### src/rtl/wbc_pkg.sv
package wbc_pkg;
  typedef enum logic [1:0] {
    LN_INVALID = 2'b00,
    LN_CLEAN   = 2'b01,
    LN_DIRTY   = 2'b11
  } line_st_e;

  typedef enum logic [2:0] {
    S_IDLE,
    S_FILL_REQ,
    S_FILL_DATA,
    S_INSTALL,
    S_COPYBACK
  } ctl_st_e;
endpackage

### src/rtl/wbc_tag_array.sv
module wbc_tag_array
  import wbc_pkg::*;
#(
  parameter int LINES = 8,
  parameter int TAG_W = 5,
  localparam int IDX_W = $clog2(LINES)
) (
  input  logic             clk,
  input  logic             rst_n,
  input  logic [IDX_W-1:0] rd_idx,
  output logic [TAG_W-1:0] rd_tag,
  output line_st_e         rd_st,
  input  logic             wr_en,
  input  logic [IDX_W-1:0] wr_idx,
  input  logic [TAG_W-1:0] wr_tag,
  input  line_st_e         wr_st
);
  logic [TAG_W-1:0] tag_view [LINES];
  line_st_e         st_view  [LINES];

  for (genvar l = 0; l < LINES; l++) begin : g_line
    logic             sel;
    logic [TAG_W-1:0] tag_q;
    line_st_e         st_q;

    assign sel = wr_en && (wr_idx == IDX_W'(l));

    always_ff @(posedge clk or negedge rst_n) begin
      if (!rst_n)   st_q <= LN_INVALID;
      else if (sel) st_q <= wr_st;
    end

    always_ff @(posedge clk) begin
      if (sel) tag_q <= wr_tag;
    end

    assign tag_view[l] = tag_q;
    assign st_view[l]  = st_q;
  end

  assign rd_tag = tag_view[rd_idx];
  assign rd_st  = st_view[rd_idx];

  // an allocation or store never writes the invalid code
  p_write_valid_r1: assert property (@(posedge clk) disable iff (!rst_n)
    wr_en |-> (wr_st != LN_INVALID));
endmodule

### src/rtl/wbc_data_array.sv
module wbc_data_array #(
  parameter int LINES = 8,
  parameter int WORDS = 4,
  parameter int DW    = 32,
  localparam int IDX_W = $clog2(LINES),
  localparam int OFF_W = $clog2(WORDS)
) (
  input  logic                       clk,
  input  logic [IDX_W-1:0]           rd_idx,
  input  logic [OFF_W-1:0]           rd_off,
  output logic [DW-1:0]              rd_word,
  output logic [WORDS-1:0][DW-1:0]   rd_line,
  input  logic                       word_we,
  input  logic [IDX_W-1:0]           word_idx,
  input  logic [OFF_W-1:0]           word_off,
  input  logic [DW-1:0]              word_data,
  input  logic                       line_we,
  input  logic [IDX_W-1:0]           line_idx,
  input  logic [WORDS-1:0][DW-1:0]   line_data
);
  logic [DW-1:0] view [LINES][WORDS];

  for (genvar l = 0; l < LINES; l++) begin : g_line
    for (genvar w = 0; w < WORDS; w++) begin : g_word
      logic          en;
      logic [DW-1:0] wd;
      logic [DW-1:0] word_q;

      assign en = (line_we && (line_idx == IDX_W'(l))) ||
                  (word_we && (word_idx == IDX_W'(l)) && (word_off == OFF_W'(w)));
      assign wd = line_we ? line_data[w] : word_data;

      always_ff @(posedge clk) begin
        if (en) word_q <= wd;
      end

      assign view[l][w] = word_q;
    end
  end

  for (genvar w = 0; w < WORDS; w++) begin : g_rd
    assign rd_line[w] = view[rd_idx][w];
  end

  assign rd_word = view[rd_idx][rd_off];
endmodule

### src/rtl/wbc_fill_buf.sv
module wbc_fill_buf #(
  parameter int WORDS = 4,
  parameter int DW    = 32,
  localparam int OFF_W = $clog2(WORDS)
) (
  input  logic                     clk,
  input  logic                     beat_en,
  input  logic [OFF_W-1:0]         beat_pos,
  input  logic [DW-1:0]            beat_data,
  output logic [WORDS-1:0][DW-1:0] line
);
  for (genvar w = 0; w < WORDS; w++) begin : g_slot
    logic [DW-1:0] slot_q;

    always_ff @(posedge clk) begin
      if (beat_en && (beat_pos == OFF_W'(w))) slot_q <= beat_data;
    end

    assign line[w] = slot_q;
  end
endmodule

### src/rtl/wbc_cache.sv
module wbc_cache
  import wbc_pkg::*;
#(
  parameter int AW    = 10,
  parameter int DW    = 32,
  parameter int WORDS = 4,
  parameter int LINES = 8
) (
  input  logic          clk,
  input  logic          rst_n,
  input  logic          req_valid,
  output logic          req_ready,
  input  logic          req_we,
  input  logic [AW-1:0] req_addr,
  input  logic [DW-1:0] req_wdata,
  output logic          rsp_valid,
  output logic [DW-1:0] rsp_rdata,
  output logic          mem_req_valid,
  input  logic          mem_req_ready,
  output logic          mem_req_we,
  output logic [AW-1:0] mem_req_addr,
  output logic [DW-1:0] mem_req_wdata,
  input  logic          mem_rsp_valid,
  input  logic [DW-1:0] mem_rsp_rdata
);
  localparam int OFF_W  = $clog2(WORDS);
  localparam int IDX_W  = $clog2(LINES);
  localparam int TAG_W  = AW - IDX_W - OFF_W;
  localparam int LINE_A = AW - OFF_W;
  localparam logic [OFF_W-1:0] LAST = OFF_W'(WORDS - 1);

  // request decode
  logic [TAG_W-1:0] a_tag;
  logic [IDX_W-1:0] a_idx;
  logic [OFF_W-1:0] a_off;
  assign a_tag = req_addr[AW-1 -: TAG_W];
  assign a_idx = req_addr[OFF_W +: IDX_W];
  assign a_off = req_addr[OFF_W-1:0];

  // state
  ctl_st_e                 st_q, st_d;
  logic [AW-1:0]           rq_addr_q;
  logic                    rq_we_q;
  logic [DW-1:0]           rq_wdata_q;
  logic [OFF_W-1:0]        beat_q, wb_q;
  logic                    vic_pend_q, vic_pend_d, vic_pend_en;
  logic [WORDS-1:0][DW-1:0] vic_line_q;
  logic [LINE_A-1:0]       vic_base_q;
  logic                    fill_issued_q, fill_issued_d;
  logic                    rsp_valid_q, rsp_valid_d;
  logic [DW-1:0]           rsp_data_q, rsp_data_d;

  // array interfaces
  logic [TAG_W-1:0]         rd_tag;
  line_st_e                 rd_st;
  logic                     tag_we;
  logic [IDX_W-1:0]         tag_widx;
  logic [TAG_W-1:0]         tag_wtag;
  line_st_e                 tag_wst;
  logic [DW-1:0]            rd_word;
  logic [WORDS-1:0][DW-1:0] rd_line;
  logic [WORDS-1:0][DW-1:0] fill_line;
  logic                     beat_take;
  logic [OFF_W-1:0]         beat_pos;
  logic [DW-1:0]            beat_data;

  logic accept, hit, miss_acc, vic_cap, fill_hs, wb_hs;
  logic [TAG_W-1:0] rq_tag;
  logic [IDX_W-1:0] rq_idx;
  logic [OFF_W-1:0] rq_off;
  assign rq_tag = rq_addr_q[AW-1 -: TAG_W];
  assign rq_idx = rq_addr_q[OFF_W +: IDX_W];
  assign rq_off = rq_addr_q[OFF_W-1:0];

  assign req_ready = (st_q == S_IDLE);
  assign accept    = req_valid && req_ready;
  assign hit       = (rd_st != LN_INVALID) && (rd_tag == a_tag);
  assign miss_acc  = accept && !hit;
  assign vic_cap   = miss_acc && (rd_st == LN_DIRTY);
  assign fill_hs   = (st_q == S_FILL_REQ) && mem_req_ready;
  assign wb_hs     = (st_q == S_COPYBACK) && mem_req_ready;
  assign beat_take = (st_q == S_FILL_DATA) && mem_rsp_valid;
  assign beat_pos  = rq_off + beat_q;
  assign beat_data = ((beat_q == '0) && rq_we_q) ? rq_wdata_q : mem_rsp_rdata;

  wbc_tag_array #(.LINES(LINES), .TAG_W(TAG_W)) u_tags (
    .clk    (clk),
    .rst_n  (rst_n),
    .rd_idx (a_idx),
    .rd_tag (rd_tag),
    .rd_st  (rd_st),
    .wr_en  (tag_we),
    .wr_idx (tag_widx),
    .wr_tag (tag_wtag),
    .wr_st  (tag_wst)
  );

  wbc_data_array #(.LINES(LINES), .WORDS(WORDS), .DW(DW)) u_data (
    .clk       (clk),
    .rd_idx    (a_idx),
    .rd_off    (a_off),
    .rd_word   (rd_word),
    .rd_line   (rd_line),
    .word_we   (accept && hit && req_we),
    .word_idx  (a_idx),
    .word_off  (a_off),
    .word_data (req_wdata),
    .line_we   (st_q == S_INSTALL),
    .line_idx  (rq_idx),
    .line_data (fill_line)
  );

  wbc_fill_buf #(.WORDS(WORDS), .DW(DW)) u_fill (
    .clk       (clk),
    .beat_en   (beat_take),
    .beat_pos  (beat_pos),
    .beat_data (beat_data),
    .line      (fill_line)
  );

  // tag/state update selection
  always_comb begin
    tag_we   = 1'b0;
    tag_widx = a_idx;
    tag_wtag = a_tag;
    tag_wst  = LN_DIRTY;
    if (st_q == S_INSTALL) begin
      tag_we   = 1'b1;
      tag_widx = rq_idx;
      tag_wtag = rq_tag;
      tag_wst  = rq_we_q ? LN_DIRTY : LN_CLEAN;
    end else if (accept && hit && req_we) begin
      tag_we = 1'b1;
    end
  end

  // next state
  always_comb begin
    st_d = st_q;
    unique case (st_q)
      S_IDLE:      if (miss_acc) st_d = S_FILL_REQ;
      S_FILL_REQ:  if (mem_req_ready) st_d = S_FILL_DATA;
      S_FILL_DATA: if (beat_take && (beat_q == LAST)) st_d = S_INSTALL;
      S_INSTALL:   st_d = vic_pend_q ? S_COPYBACK : S_IDLE;
      S_COPYBACK:  if (wb_hs && (wb_q == LAST)) st_d = S_IDLE;
      default:     st_d = S_IDLE;
    endcase
  end

  always_comb begin
    vic_pend_en   = vic_cap || (wb_hs && (wb_q == LAST));
    vic_pend_d    = vic_cap;
    fill_issued_d = fill_hs ? 1'b1 : ((st_q == S_IDLE) ? 1'b0 : fill_issued_q);
    rsp_valid_d   = (accept && hit) || (beat_take && (beat_q == '0));
    rsp_data_d    = (st_q == S_IDLE) ? rd_word : mem_rsp_rdata;
  end

  // control registers
  always_ff @(posedge clk or negedge rst_n) begin
    if (!rst_n) begin
      st_q          <= S_IDLE;
      beat_q        <= '0;
      wb_q          <= '0;
      vic_pend_q    <= 1'b0;
      fill_issued_q <= 1'b0;
      rsp_valid_q   <= 1'b0;
    end else begin
      st_q          <= st_d;
      fill_issued_q <= fill_issued_d;
      rsp_valid_q   <= rsp_valid_d;
      if (beat_take)   beat_q     <= beat_q + 1'b1;
      if (wb_hs)       wb_q       <= wb_q + 1'b1;
      if (vic_pend_en) vic_pend_q <= vic_pend_d;
    end
  end

  // datapath registers
  always_ff @(posedge clk) begin
    if (miss_acc) begin
      rq_addr_q  <= req_addr;
      rq_we_q    <= req_we;
      rq_wdata_q <= req_wdata;
    end
    if (vic_cap) begin
      vic_line_q <= rd_line;
      vic_base_q <= {rd_tag, a_idx};
    end
    if (rsp_valid_d) rsp_data_q <= rsp_data_d;
  end

  // outputs
  assign rsp_valid     = rsp_valid_q;
  assign rsp_rdata     = rsp_data_q;
  assign mem_req_valid = (st_q == S_FILL_REQ) || (st_q == S_COPYBACK);
  assign mem_req_we    = (st_q == S_COPYBACK);
  assign mem_req_addr  = (st_q == S_COPYBACK) ? {vic_base_q, wb_q} : rq_addr_q;
  assign mem_req_wdata = vic_line_q[wb_q];

  // assertions
  p_idle_no_mem_r11: assert property (@(posedge clk) disable iff (!rst_n)
    req_ready |-> !mem_req_valid);

  p_hit_quiet_r2: assert property (@(posedge clk) disable iff (!rst_n)
    (accept && hit) |=> (rsp_valid && !mem_req_valid));

  p_fwd_early_r5: assert property (@(posedge clk) disable iff (!rst_n)
    (rsp_valid && !req_ready) |-> ((st_q == S_FILL_DATA) && (beat_q == OFF_W'(1))));

  p_fill_before_wb_r10: assert property (@(posedge clk) disable iff (!rst_n)
    (mem_req_valid && mem_req_we) |-> fill_issued_q);

  p_req_hold_r4: assert property (@(posedge clk) disable iff (!rst_n)
    (mem_req_valid && !mem_req_ready && !mem_req_we) |=>
      (mem_req_valid && $stable(mem_req_addr) && !mem_req_we));
endmodule

### config.mk
export PLATFORM = sky130hd
export DESIGN_NAME = wbc_cache
export DESIGN_NICKNAME = d
export VERILOG_FILES = /design/src/rtl/wbc_pkg.sv /design/src/rtl/wbc_tag_array.sv /design/src/rtl/wbc_data_array.sv /design/src/rtl/wbc_fill_buf.sv /design/src/rtl/wbc_cache.sv
export SDC_FILE = /design/constraint.sdc
export NUM_CORES = 1
export LEC_CHECK = 0
export ABC_AREA = 0
export BUFFER_PORTS_ARGS = -buffer_cell sky130_fd_sc_hd__buf_2
export CAP_MARGIN = 0
export CORE_AREA = 2 2 368 370
export DETAILED_ROUTE_END_ITERATION = 8
export DIE_AREA = 0 0 370 372
export PLACE_DENSITY = 0.66
export SLEW_MARGIN = 20
export SYNTH_ARGS = -nofsm -noshare
export SYNTH_HDL_FRONTEND = slang
export SYNTH_SLANG_ARGS = --single-unit
### constraint.sdc
create_clock -name clk -period 24 [get_ports clk]
set_input_delay 4.8 -clock clk [delete_from_list [all_inputs] [get_ports clk]]
set_output_delay 4.8 -clock clk [all_outputs]
set_load 0.02 [all_outputs]
==> flow_summary.toml <==
[outcome]
status = "complete, no violations"

[critical_path]
startpoint_type = "input pin"
criticalPathCategory = "in2reg"
worstPathRequired_ns = 24.36
critPathMaxFanout = 75
timing.rr.end = "u_data.g_line[3].g_word[3].word_q[6]"
rr_worst_depth = 6
rr_startpoint = "st_q[0]"
regToRegSetupSlack_ns = 19.61
end_kind = "flip-flop"
arrival_ns = 10.24

[clock_network]
clkSlewWorstSetupHoldPaths_ns = 0.06
insertion_delay_ns = 0.76
post-cts-setup-buffers = 0
cts_sinks = 1428
cts_max_level = 4
cts_buffers = 147
cts_root_buf = "clkbuf_16"
cts_tree = "done"
cts_buffer_depth = 3
hold_buffers = 0
cts_resized = 0

[yosys]
ys_warn_count = 0
yosys_most_used_dff = "edfxtp_1"
synth_cell_types = 52
netlist.area_leader.share_pct = 75.3
synth-seq-cells = 1428
synth_area_mm2 = 0.0559
syn_inst = 2738
synth_top_area_cell = "edfxtp_1"
synth_fp_nets = 2822
syn_avg_cell_area_um2 = 20.4
synthTopCellsByArea = "edfxtp_1 (75%), mux4_2 (12%), mux2_2 (4.1%)"
synthArstFlopShare_pct = 1.75
yosysSeqAreaShare_pct = 76.4
synth-edff-count = 1403

[sta]
worst_clock_skew_ns = 0.0322
timing.final.crit_share_pct = 41.2
clock.fmax_mhz = 101
setup-violations-final = 0
setup_tns_ns = 0
final_max_slew_viol_count = 0
hold_viol = 0
worst_pin_slew_ns = 1.13
rsz0062_at_grt = "false"
min_period_ns = 9.88
slew_headroom_pct = 24.1

[global_routing]
grt_pass1_wl_um = 201000
grt.total_usage_pct = 20.6
antenna_found_initial = 9
grt-ovfl-total = 0
grt_pass1_vias = 28100
grt_max_degree = 79

[place]
place_inst = 4600
gp_congestion = 0.783
place_hpwl_um = 83200
port_buffers = 157
dpl-instance-area_mm2 = 0.0593

[floorplan]
rows = 135
chipWidth_um = 370
start_util_pct = 41.7
die_area_mm2 = 0.138
num_io_pins = 158
die_height_um = 372
core_area_mm2 = 0.134

[pwr]
power.net_switching_w = 0.00160
irDropWorstVdd_uv = 61.0
p_seq_share_pct = 49.9
power.share.clock_pct = 36.2
p_comb_share_pct = 13.8
p_int_w = 0.00458
netSwitchingFraction_pct = 25.9
leakage_nw = 20.8
powerDensity_mw_per_mm2 = 96.5

[hold_path]
holdPathStages = 2
hold_end = "u_tags.g_line[1].st_q[0]"
hp-class = "reg2reg"
hp-start = "u_tags.g_line[1].st_q[0]"

[cells_and_area]
syn_to_final_growth_pct = 14.6
n_fill_cell = 10900
layout-drive-gt1-share_pct = 32.1
layout_common_cells = "edfxtp_1 (1,403), nand2_1 (338), mux4_2 (294), mux2_2 (205), buf_2 (153)"
layout_commonest_cell = "edfxtp_1"
final_cells = 4874
final_nets = 3053
finalInstanceArea_mm2 = 0.0641

[run]
maxCapViolations = 0

[routing]
wl_per_cell_um = 29.0
drtIter0Drc = 3254
wirelength_um = 141000
num_vias = 27800
first_pass_iters = 5
antenna_left = 0
drc = 0
detail_route.vias_per_cell = 5.70
-- critical path, stage by stage --
cell	delay (ns)
buf_8	0.40
buf_4	0.83
buf_4	0.81
mux2_2	0.41
o221ai_1	0.25
nand2_1	0.09
nand3_1	0.11
nor2_1	0.14
nor3_2	0.73
buf_6	0.69
buf_4	0.77
-- cell usage after synthesis, drive strengths merged, types with 2 or more instances --
master / count
nand3: 6
nor2b: 5
or2: 4
nor3: 3
o211ai: 3
mux4: 294
o22ai: 8
nor4: 5
ha: 4
a31oi: 3
dfrtp: 25
inv: 6
nand3b: 3
nor3b: 6
a2111oi: 2
nand2b: 13
buf: 78
nand2: 339
mux2: 208
nor2: 49
o31ai: 34
xor2: 2
clkbuf: 67
edfxtp: 1403
o21a: 2
xnor2: 9
a211oi: 3
a21oi: 52
mux2i: 68
or3: 3
o41ai: 6
o21ai: 11
or4: 3
-- metal layers --
metal / GRT usage [%] / routed length, µm / vias up / part of all wire [%]
met5: 0 / 23 / - / 0.016
met4: 6.61 / 4160 / 4 / 2.9
met3: 4.66 / 12000 / 224 / 8.5
met2: 32.2 / 66400 / 1238 / 47
met1: 28.8 / 58700 / 14700 / 42
li1: - / - / 11600 / -
-- cell type report --
type                       instances  area, µm²  area share (%)
tap                             1781       2230            3.48
sequential                      1428      42800            66.7
clock buffer                     186       3970            6.19
antenna                            2       5.00         0.00781
inverter                           6       22.5          0.0351
clock inverter                    85        790            1.23
timing repair buffer             227       1350            2.11
multi-input combinational       1159      13000            20.2
-- per-stage QoR --
stage,setup WS [ns],total power (W),utilization (%),hold slack (ns)
floorplan,8.06,0.00364,-,0.432
global placement,13.09,0.00399,44.2,0.458
detailed placement,13.00,0.00401,44.2,0.462
CTS,13.83,0.00624,47.7,0.474
global route,13.76,0.00639,47.7,0.497
finish,14.12,0.00619,47.7,0.473
-- cells by family (layout without fill, tap and decap cells) --
logic type	count (synthesis)	count (layout)	share of synthesized area, %
DFF	1428	1428	76.4
xor gates and xnor gates	11	11	0.186
other	0	2	0
adders and majority gates	4	4	0.0895
buffers and inverters	151	504	1.29
AOI/OAI and AO/OA	132	132	1.53
muxes	570	570	17.2
and+or+nand+nor	442	442	3.24
-- worst max path at each step --
stage	slack, ns	endpoint	start
floorplan	8.06	vic_base_q[0]	req_addr[2]
global placement	13.09	vic_line_q[33]	req_addr[3]
detailed placement	13.00	vic_line_q[110]	req_addr[3]
CTS	13.83	vic_line_q[1]	req_addr[3]
global route	13.76	vic_line_q[54]	req_addr[3]
finish	14.12	vic_line_q[54]	req_addr[3]
-- power by group through the flow --
stage	clock (W)	sequential, W	combinational (W)
final	0.00224	0.00309	0.000857
after global routing	0.00237	0.00310	0.000921
after global placement	0	0.00314	0.000850
after detailed placement	0	0.00314	0.000865
after floorplan	0	0.00311	0.000524
after CTS	0.00228	0.00309	0.000868
-- sequential cells by signal, summed over array words and instances, names as in the netlist --
name,flops
rsp_valid,1
vic_pend_q,1
rq_wdata_q,32
beat_q,2
u_data.g_line.g_word.word_q,1024
wb_q,2
rq_addr_q,10
st_q,3
u_tags.g_line.tag_q,40
vic_line_q,128
rq_we_q,1
vic_base_q,8
u_tags.g_line.st_q,16
rsp_rdata,32
u_fill.g_slot.slot_q,128
Power figures use the tool's default switching activity.
